File: config.mk
export PLATFORM = sky130hd
export DESIGN_NAME = ilim_cal_top
export DESIGN_NICKNAME = d
export VERILOG_FILES = /design/src/rtl/ilim_cal_pkg.sv /design/src/rtl/ilim_step_timer.sv /design/src/rtl/ilim_search_fsm.sv /design/src/rtl/ilim_trip_map.sv /design/src/rtl/ilim_cal_top.sv
export SDC_FILE = /design/constraint.sdc
export NUM_CORES = 1
export LEC_CHECK = 0
export CAP_MARGIN = 5
export CORE_UTILIZATION = 35
export DETAILED_ROUTE_END_ITERATION = 6
export PLACE_DENSITY_LB_ADDON = 0.12
export SYNTH_ARGS = -nofsm -noshare
export SYNTH_HDL_FRONTEND = slang
export SYNTH_HIERARCHICAL = 1
export SYNTH_SLANG_ARGS = --single-unit
File: constraint.sdc
create_clock -name clk -period 2.9 [get_ports clk]
set_input_delay 0.58 -clock clk [delete_from_list [all_inputs] [get_ports clk]]
set_output_delay 0.58 -clock clk [all_outputs]
set_load 0.02 [all_outputs]
File: src/rtl/ilim_cal_pkg.sv
package ilim_cal_pkg;
    typedef enum logic [0:0] {
        CAL_IDLE   = 1'b0,
        CAL_SEARCH = 1'b1
    } cal_state_e;
endpackage

File: src/rtl/ilim_step_timer.sv
module ilim_step_timer #(
    parameter int unsigned SETTLE_CLKS = 4
) (
    input  logic clk,
    input  logic rst_n,
    input  logic run,
    output logic step_tick
);
    localparam int unsigned TW = (SETTLE_CLKS > 1) ? $clog2(SETTLE_CLKS) : 1;
    localparam logic [TW-1:0] LAST = TW'(SETTLE_CLKS - 1);

    typedef struct packed {
        logic [TW-1:0] cnt;
    } tmr_s;

    tmr_s r_d, r_q;

    always_comb begin
        r_d = r_q;
        if (!run)                r_d.cnt = '0;
        else if (r_q.cnt == LAST) r_d.cnt = '0;
        else                     r_d.cnt = r_q.cnt + 1'b1;
    end

    assign step_tick = run && (r_q.cnt == LAST);

    always_ff @(posedge clk or negedge rst_n) begin
        if (!rst_n) r_q <= '0;
        else        r_q <= r_d;
    end

    generate
        if (SETTLE_CLKS > 1) begin : g_spacing

            tick_spacing_chk: assert property (@(posedge clk) disable iff (!rst_n)
                step_tick |=> !step_tick);
        end
    endgenerate
endmodule

File: src/rtl/ilim_search_fsm.sv
module ilim_search_fsm
    import ilim_cal_pkg::*;
#(
    parameter int unsigned CODE_W = 6
) (
    input  logic              clk,
    input  logic              rst_n,
    input  logic              cal_start,
    input  logic              cmp_above,
    input  logic              step_tick,
    output logic [CODE_W-1:0] code,
    output logic              busy,
    output logic              done,
    output logic              no_limit,
    output logic              cal_ok
);
    localparam logic [CODE_W-1:0] CODE_MAX = '1;

    typedef struct packed {
        cal_state_e        state;
        logic [CODE_W-1:0] code;
        logic              done;
        logic              no_limit;
        logic              ok;
    } fsm_s;

    fsm_s r_d, r_q;

    always_comb begin
        r_d      = r_q;
        r_d.done = 1'b0;
        unique case (r_q.state)
            CAL_IDLE: begin
                if (cal_start) begin
                    r_d.state    = CAL_SEARCH;
                    r_d.code     = '0;
                    r_d.no_limit = 1'b0;
                    r_d.ok       = 1'b0;
                end
            end
            CAL_SEARCH: begin
                if (step_tick) begin
                    if (cmp_above) begin
                        r_d.state = CAL_IDLE;
                        r_d.done  = 1'b1;
                        r_d.ok    = 1'b1;
                    end else if (r_q.code == CODE_MAX) begin
                        r_d.state    = CAL_IDLE;
                        r_d.done     = 1'b1;
                        r_d.no_limit = 1'b1;
                    end else begin
                        r_d.code = r_q.code + 1'b1;
                    end
                end
            end
            default: r_d.state = CAL_IDLE;
        endcase
    end

    always_ff @(posedge clk or negedge rst_n) begin
        if (!rst_n) begin
            r_q.state    <= CAL_IDLE;
            r_q.code     <= '0;
            r_q.done     <= 1'b0;
            r_q.no_limit <= 1'b0;
            r_q.ok       <= 1'b0;
        end else begin
            r_q <= r_d;
        end
    end

    assign code     = r_q.code;
    assign busy     = (r_q.state == CAL_SEARCH);
    assign done     = r_q.done;
    assign no_limit = r_q.no_limit;
    assign cal_ok   = r_q.ok;


    done_pulse_chk: assert property (@(posedge clk) disable iff (!rst_n)
        done |=> !done);

    step_inc_chk: assert property (@(posedge clk) disable iff (!rst_n)
        (busy && step_tick && !cmp_above && code != CODE_MAX) |=> (code == $past(code) + 1'b1));

    step_hold_chk: assert property (@(posedge clk) disable iff (!rst_n)
        (busy && !step_tick) |=> $stable(code));

    nolim_code_chk: assert property (@(posedge clk) disable iff (!rst_n)
        no_limit |-> (code == CODE_MAX && !cal_ok));

    busy_start_chk: assert property (@(posedge clk) disable iff (!rst_n)
        (busy && !step_tick && cal_start) |=> busy);
endmodule

File: src/rtl/ilim_trip_map.sv
module ilim_trip_map #(
    parameter int unsigned CODE_W       = 6,
    parameter int unsigned LOW_CODE_MAX = 10,
    parameter bit          DOUBLE_SAT   = 1'b0
) (
    input  logic              clk,
    input  logic              rst_n,
    input  logic [CODE_W-1:0] code,
    input  logic              cal_ok,
    input  logic              busy,
    input  logic              softstart,
    output logic [CODE_W:0]   trip_code,
    output logic              trip_enable
);
    localparam logic [CODE_W-1:0] LOW_LIM  = CODE_W'(LOW_CODE_MAX);
    localparam logic [CODE_W:0]   SAT_CODE = {1'b0, {CODE_W{1'b1}}};

    logic [CODE_W-1:0] base;
    logic [CODE_W:0]   doubled;
    logic [CODE_W:0]   scaled;

    assign trip_enable = cal_ok && !busy;
    assign base        = (code <= LOW_LIM) ? '0 : code;
    assign doubled     = {base, 1'b0};

    generate
        if (DOUBLE_SAT) begin : g_sat
            assign scaled = softstart ? ((doubled > SAT_CODE) ? SAT_CODE : doubled)
                                      : {1'b0, base};
        end else begin : g_wide
            assign scaled = softstart ? doubled : {1'b0, base};
        end
    endgenerate

    assign trip_code = trip_enable ? scaled : '0;


    disabled_zero_chk: assert property (@(posedge clk) disable iff (!rst_n)
        !trip_enable |-> (trip_code == '0));
endmodule

File: src/rtl/ilim_cal_top.sv
module ilim_cal_top #(
    parameter int unsigned CODE_W       = 6,
    parameter int unsigned SETTLE_CLKS  = 4,
    parameter int unsigned LOW_CODE_MAX = 10,
    parameter bit          DOUBLE_SAT   = 1'b0
) (
    input  logic              clk,
    input  logic              rst_n,
    input  logic              cal_start,
    input  logic              cmp_above,
    input  logic              softstart_active,
    output logic [CODE_W-1:0] dac_code,
    output logic              cal_busy,
    output logic              cal_done,
    output logic              no_limit,
    output logic              trip_enable,
    output logic [CODE_W:0]   trip_code
);
    logic step_tick;
    logic cal_ok;

    ilim_step_timer #(.SETTLE_CLKS(SETTLE_CLKS)) u_timer (
        .clk       (clk),
        .rst_n     (rst_n),
        .run       (cal_busy),
        .step_tick (step_tick)
    );

    ilim_search_fsm #(.CODE_W(CODE_W)) u_fsm (
        .clk       (clk),
        .rst_n     (rst_n),
        .cal_start (cal_start),
        .cmp_above (cmp_above),
        .step_tick (step_tick),
        .code      (dac_code),
        .busy      (cal_busy),
        .done      (cal_done),
        .no_limit  (no_limit),
        .cal_ok    (cal_ok)
    );

    ilim_trip_map #(
        .CODE_W       (CODE_W),
        .LOW_CODE_MAX (LOW_CODE_MAX),
        .DOUBLE_SAT   (DOUBLE_SAT)
    ) u_map (
        .clk         (clk),
        .rst_n       (rst_n),
        .code        (dac_code),
        .cal_ok      (cal_ok),
        .busy        (cal_busy),
        .softstart   (softstart_active),
        .trip_code   (trip_code),
        .trip_enable (trip_enable)
    );


    low_code_zero_chk: assert property (@(posedge clk) disable iff (!rst_n)
        (dac_code <= CODE_W'(LOW_CODE_MAX)) |-> (trip_code == '0));

    double_even_chk: assert property (@(posedge clk) disable iff (!rst_n)
        (softstart_active && !DOUBLE_SAT) |-> !trip_code[0]);

    busy_no_trip_chk: assert property (@(posedge clk) disable iff (!rst_n)
        cal_busy |-> !trip_enable);
endmodule

==> reports/results.ini, run 1 <==
[status]
status=finished clean

[detailed_routing]
drc=0
postRouteAntennaNets=0
postRouteWirelength_microns=1620
routed_via_density=5.42
drtPass1Iterations=5
wl_per_cell_microns=12.7
num_vias=694
drtIter0Drc=29

[clock_network]
cts_inserted_buffers=3
post_cts_resized=0
hold_buffers=0
post_cts_buffers=0
root_buffer=clkbuf_4
cts_buffer_depth=2
clk_latency_ns=0.27
htree_num_levels=1
clk_pin_slew_worst_paths_ns=0.08
clock_sinks=12
cts_tree=done

[floorplan]
pin_count=22
die_y_microns=49.1
die_w_microns=49.1
die-area_sq_um=2410
core_region_area_sq_um=2020
start_util_pct=38.4
rows=16

[synth]
synth_area_sq_um=777
syn_nets=84
yosysWarningCount=6
yosysSeqAreaShare_pct=38.6
ys_types=32
syn_inst=77
avgSynthCellArea_sq_um=10.1
ys_ff_latch=12

[power_and_ir_drop]
irDropWorstVdd_mv=0.382
p_per_area_nw_per_um2=726
total_leakage_power_nw=0.470

[sta]
hold_violations=0
slew-limit-headroom_pct=63.6
period_share_pct=86.5
clock_skew_ns=0.00179
max_freq_ghz=0.399
post-route-min-period_ns=2.51
finalSetupTns_ns=0
worstMarginPinSlew_ns=0.544
rsz0062_at_grt=no
setup_violations=0
drv_slew=0

[grt]
overflow=0
antenna_found_initial=0
grt_first_pass_wirelength_microns=2830
grt_pass1_vias=642
grt_start_max_net_pins=13
grt_usage_pct=15.0

[cells_and_area]
fillers=193
layout.cells.non_filler=128
seq_area_sq_um=300
multi_input_area_sq_um=447
num_antenna_cells=0
fin_area_sq_um=1050
num-nets-final=109
drive_gt1_share_pct=13.9
final_common_cell=clkdlybuf4s50_1
layout_common_cells=clkdlybuf4s50_1, dfrtp_1, mux2i_1, nand2_1, inv_1
area_delta_synth_final_pct=34.9

[critical_path]
crit_arrival_ns=1.93
end_kind=output port
crit_required_ns=2.32
critPathLaunchType=flop
cp_max_fo=11
crit_type=reg -> out

[place]
gp_congestion=0.770
hpwl_microns=1180
placedCellCount=124
placed_cell_area_sq_um=1010
port_buffers=21

[worst_hold_path]
hp-class=reg -> reg

[flow_run]
cap_viol_max_count=0

[sequential cells by signal (all words and copies together) (netlist names)]
name,flops
u_fsm/done,1
u_fsm/code,6
u_fsm/cal_ok,1
u_fsm/busy,1
u_fsm/no_limit,1
u_timer/r_q,2
[cell families after synthesis]
logic type	count (synthesis)	synth area share, %
compound gates	19	19.0
flops	12	38.6
simple gates	28	22.5
fa+ha+maj	2	3.22
xor+xnor	1	1.13
mux	9	11.6
buf+inv	6	3.86
[synth_stat cells (all sizes together)]
cell type | count | area share, %
buf | 1 | 1.4
o21bai | 1 | 0.97
and3 | 3 | 2.6
or4 | 1 | 1.4
inv | 5 | 2.4
dfrtp | 12 | 39
nand3 | 4 | 3.2
nand2 | 7 | 3.4
a21oi | 3 | 1.9
a31oi | 1 | 0.81
nand2b | 3 | 3.4
o31ai | 1 | 0.97
and3b | 1 | 1.1
nor3b | 1 | 1.6
xor2 | 1 | 1.1
o211ai | 4 | 4.5
ha | 2 | 3.2
o221ai | 1 | 1.1
a211oi | 5 | 5.5
and2 | 2 | 1.8
nor2 | 4 | 1.9
o21ai | 2 | 1.3
a2111oi | 1 | 1.9
mux2i | 9 | 12
nor3 | 1 | 0.64
nand3b | 1 | 1.4
[path summary, 6_finish.rpt]
check / start / to / slack (ns) / cells after the start
setup reg to reg: u_fsm/code[0] / u_fsm/code[1] / 1.17 / 4
hold reg to reg: u_timer/r_q[0] / u_timer/r_q[0] / 0.46 / 1
min in group asynchronous: rst_n / u_fsm/code[0] / 0.66 / 1
max in group asynchronous: rst_n / u_fsm/no_limit / 1.88 / 1
hold / removal: u_timer/r_q[0] / u_timer/r_q[0] / 0.46 / 1
setup / recovery: u_fsm/code[0] / trip_code[0] / 0.39 / 3
[report_power, final]
part,leakage [nW],internal (mW),switching (mW)
clock,0.0210,0.0762,0.0549
combinational,0.294,0.160,0.153
sequential,0.155,0.219,0.0971
[layer usage]
metal | global-route usage (%) | wire (microns) | up-vias | share of wire (%)
met4 | 5.88 | 9 | 0 | 0.56
met3 | 1.87 | 104 | 2 | 6.4
li1 | - | - | 339 | -
met2 | 25.1 | 747 | 30 | 46
met5 | 0 | 0 | - | 0
met1 | 19.6 | 759 | 323 | 47
[cell type report]
type	instances	area share [%]
clock buffers	4	3.46
inverters	5	1.79
multi-input cells	59	42.6
flip-flops and latches	12	28.6
well taps	27	3.22
repair buffers	21	20.3
[stage by stage]
stage / setup slack, ns / hold WS (ns) / power, mW / utilization [%]
2_1_floorplan: 0.918 / 0.284 / 0.511 / -
3_3_place_gp: 0.0959 / 0.441 / 0.629 / 49.9
3_5_place_dp: 0.0666 / 0.444 / 0.634 / 49.9
4_1_cts: 0.0621 / 0.462 / 0.770 / 51.7
5_1_grt: 0.270 / 0.481 / 0.823 / 51.9
6_report: 0.392 / 0.460 / 0.761 / 51.9
[worst max-delay path, cell delays in order, from the launching register on]
cell,delay [ns]
dfrtp_1,0.58
nand3_2,0.17
a211oi_1,0.27
clkdlybuf4s50_1,0.64
(Power assumes the default switching activity.)
==> run 2, diff against run 1 <==
Settings changed: CELL_PAD_IN_SITES_DETAIL_PLACEMENT set to 1, CELL_PAD_IN_SITES_GLOBAL_PLACEMENT set to 1.
Clock period 2.9 ns to 2.47 ns, I/O delays scaled along.
==> run 2 against run 1 <==
  * Via count up 2.2%
  * Clock skew rose by 0.0025 ns
  * Combinational power grew 28%
  * Sequential cell count did not move
  * Clock-buffer cell count is 1 lower
  * Critical path depth did not move
  * Critical endpoint is now trip_code[3]
  * Setup slack got worse by 0.27 ns
  * Cell area decreased by 0.36%
  * Hold slack gained 0.0092 ns
  * Clock power fell by 11%
  * Sequential share of layout area rose by 0.34 points
  * Register-to-register slack worse by 0.34 ns
==> reports/results.ini, run 2 (synthesized netlist as in run 1, its figures left out) <==
[place]
port_buffers=21  ; unchanged
gp_congestion=0.810  ; +5.2%
placedCellCount=126  ; +1.6%
dp_slack_ns=-0.139  ; -0.206 ns
hpwl_microns=1430  ; +22%

[grt]
antenna_found_initial=0  ; unchanged
grt_usage_pct=18.5  ; +3.5 points
grt_start_max_net_pins=13  ; unchanged
overflow=0  ; unchanged
grt_first_pass_wirelength_microns=3430  ; +21%
grt_pass1_vias=711  ; +11%

[clock_network]
cts_inserted_buffers=3  ; unchanged
root_buffer=clkbuf_4
clk_latency_ns=0.27  ; about the same
cts_tree=done
htree_num_levels=1  ; unchanged
cts_buffer_depth=2  ; unchanged
clock_sinks=12  ; unchanged
clk_pin_slew_worst_paths_ns=0.07  ; about the same
hold_buffers=0  ; unchanged

[power_and_ir_drop]
total_leakage_power_nw=0.476  ; +1.3%
irDropWorstVdd_mv=0.467  ; +22%
p_per_area_nw_per_um2=843  ; +16%

[status]
status=finished clean

[floorplan]
die_y_microns=49.1  ; unchanged
rows=16  ; unchanged
die-area_sq_um=2410  ; unchanged
start_util_pct=38.4  ; unchanged
pin_count=22  ; unchanged
core_region_area_sq_um=2020  ; unchanged
die_w_microns=49.1  ; unchanged

[sta]
setup_violations=0  ; unchanged
hold_violations=0  ; unchanged
post-route-min-period_ns=2.35
slew-limit-headroom_pct=60.9  ; -2.7 points
period_share_pct=95.2
rsz0062_at_grt=no
worstMarginPinSlew_ns=0.584  ; +0.0401 ns
max_freq_ghz=0.425
clock_skew_ns=0.00433  ; +0.00254 ns
fin_ws_ns=0.119  ; -0.273 ns
drv_slew=0  ; unchanged

[critical_path]
crit_required_ns=1.98  ; -0.34 ns
crit_arrival_ns=1.86  ; -0.07 ns
cp_max_fo=10  ; -1
crit_type=reg -> out
critPathLaunchType=flop
end_kind=output port

[detailed_routing]
wl_per_cell_microns=15.4  ; +21%
drc=0  ; unchanged
postRouteWirelength_microns=1980  ; +22%
routed_via_density=5.50  ; +1.4%
num_vias=709  ; +2.2%
postRouteAntennaNets=0  ; unchanged
drtPass1Iterations=4  ; -1
drtIter0Drc=18  ; -38%

[cells_and_area]
fillers=229  ; +19%
seq_area_sq_um=303  ; +0.83%
reg_top3=u_fsm/code: 6 flops, u_timer/r_q: 2 flops
multi_input_area_sq_um=447  ; unchanged
area_delta_synth_final_pct=34.5
layout.cells.non_filler=129  ; +0.78%
num-nets-final=111  ; +1.8%
final_common_cell=clkdlybuf4s50_1
layout_common_cells=clkdlybuf4s50_1, dfrtp_1, mux2i_1, nand2_1, inv_1
num_antenna_cells=0  ; unchanged
top_register=u_fsm/code
largest_reg_flops=6  ; unchanged
drive_gt1_share_pct=16.7  ; +2.8 points

[worst_hold_path]
hp-class=reg -> reg

[flow_run]
cap_viol_max_count=0  ; unchanged

run 2: changes by cell type in the layout (fill, tap and decap cells not counted):
| cell | change |
|---|---|
| dlygate4sd2_1 | +4 |
| clkdlybuf4s50_1 | -3 |
| buf_4 | +2 |
| dfrtp_1 | -2 |
| dfrtp_2 | +2 |
| clkbuf_8 | -1 |
| dlymetal6s2s_1 | -1 |
run 2: cell type report:
| type | count | area share [%] |
|---|---|---|
| clock buffers | 3 | 2.16 |
| well taps | 27 | 3.23 |
| repair buffers | 23 | 21.1 |
| inverters | 5 | 1.80 |
| multi-input cells | 59 | 42.8 |
| flip-flops and latches | 12 | 29.0 |
run 2: final timing paths:
check                                from  slack (ns)              to  depth (start not counted)
max                         u_fsm/code[5]        0.12    trip_code[3]                          3
min                        u_timer/r_q[0]        0.47  u_timer/r_q[0]                          1
max reg2reg                 u_fsm/code[0]        0.83   u_fsm/code[0]                          4
min reg2reg                u_timer/r_q[0]        0.47  u_timer/r_q[0]                          1
max in group asynchronous           rst_n        1.46   u_fsm/code[1]                          1
min in group asynchronous           rst_n        0.60   u_fsm/code[5]                          1
run 2: critical path: stages, from the launching register on:
cell	delay (ns)
dfrtp_1	0.52
a211oi_2	0.40
a211oi_1	0.12
clkdlybuf4s50_1	0.55
run 2: repair_timing:
action                                  4_1_cts  5_1_grt
endpoints found under the setup margin        7        1
setup buffers                                 0        0
resized for setup                             4        2
run 2: stage by stage:
step                      power [mW]  cell area [sq um]  hold slack [ns]  TNS, ns  utilization, %
after global placement         0.745               1020            0.439   -0.617            50.7
final                          0.881               1040            0.470        0            51.7
after global routing           0.948               1040            0.491        0            51.7
after CTS                      0.886               1040            0.468        0            51.5
after detailed placement       0.766               1020            0.461   -0.769            50.7
after floorplan                0.600                777            0.198        0               -
run 2: per-layer routing:
layer	part of all wire [%]	global-route usage [%]	up-vias
met5	0	0	-
met4	0	2.94	0
met3	4.9	4.98	0
met2	48	30.6	22
met1	47	24.4	350
li1	-	-	337
run 2: power breakdown:
part	switching [mW]	total, mW	internal [mW]	leakage (nW)
Sequential	0.104	0.365	0.261	0.152
Combinational	0.204	0.401	0.196	0.310
Clock	0.0592	0.116	0.0563	0.0138
Total	0.367	0.881	0.514	0.476
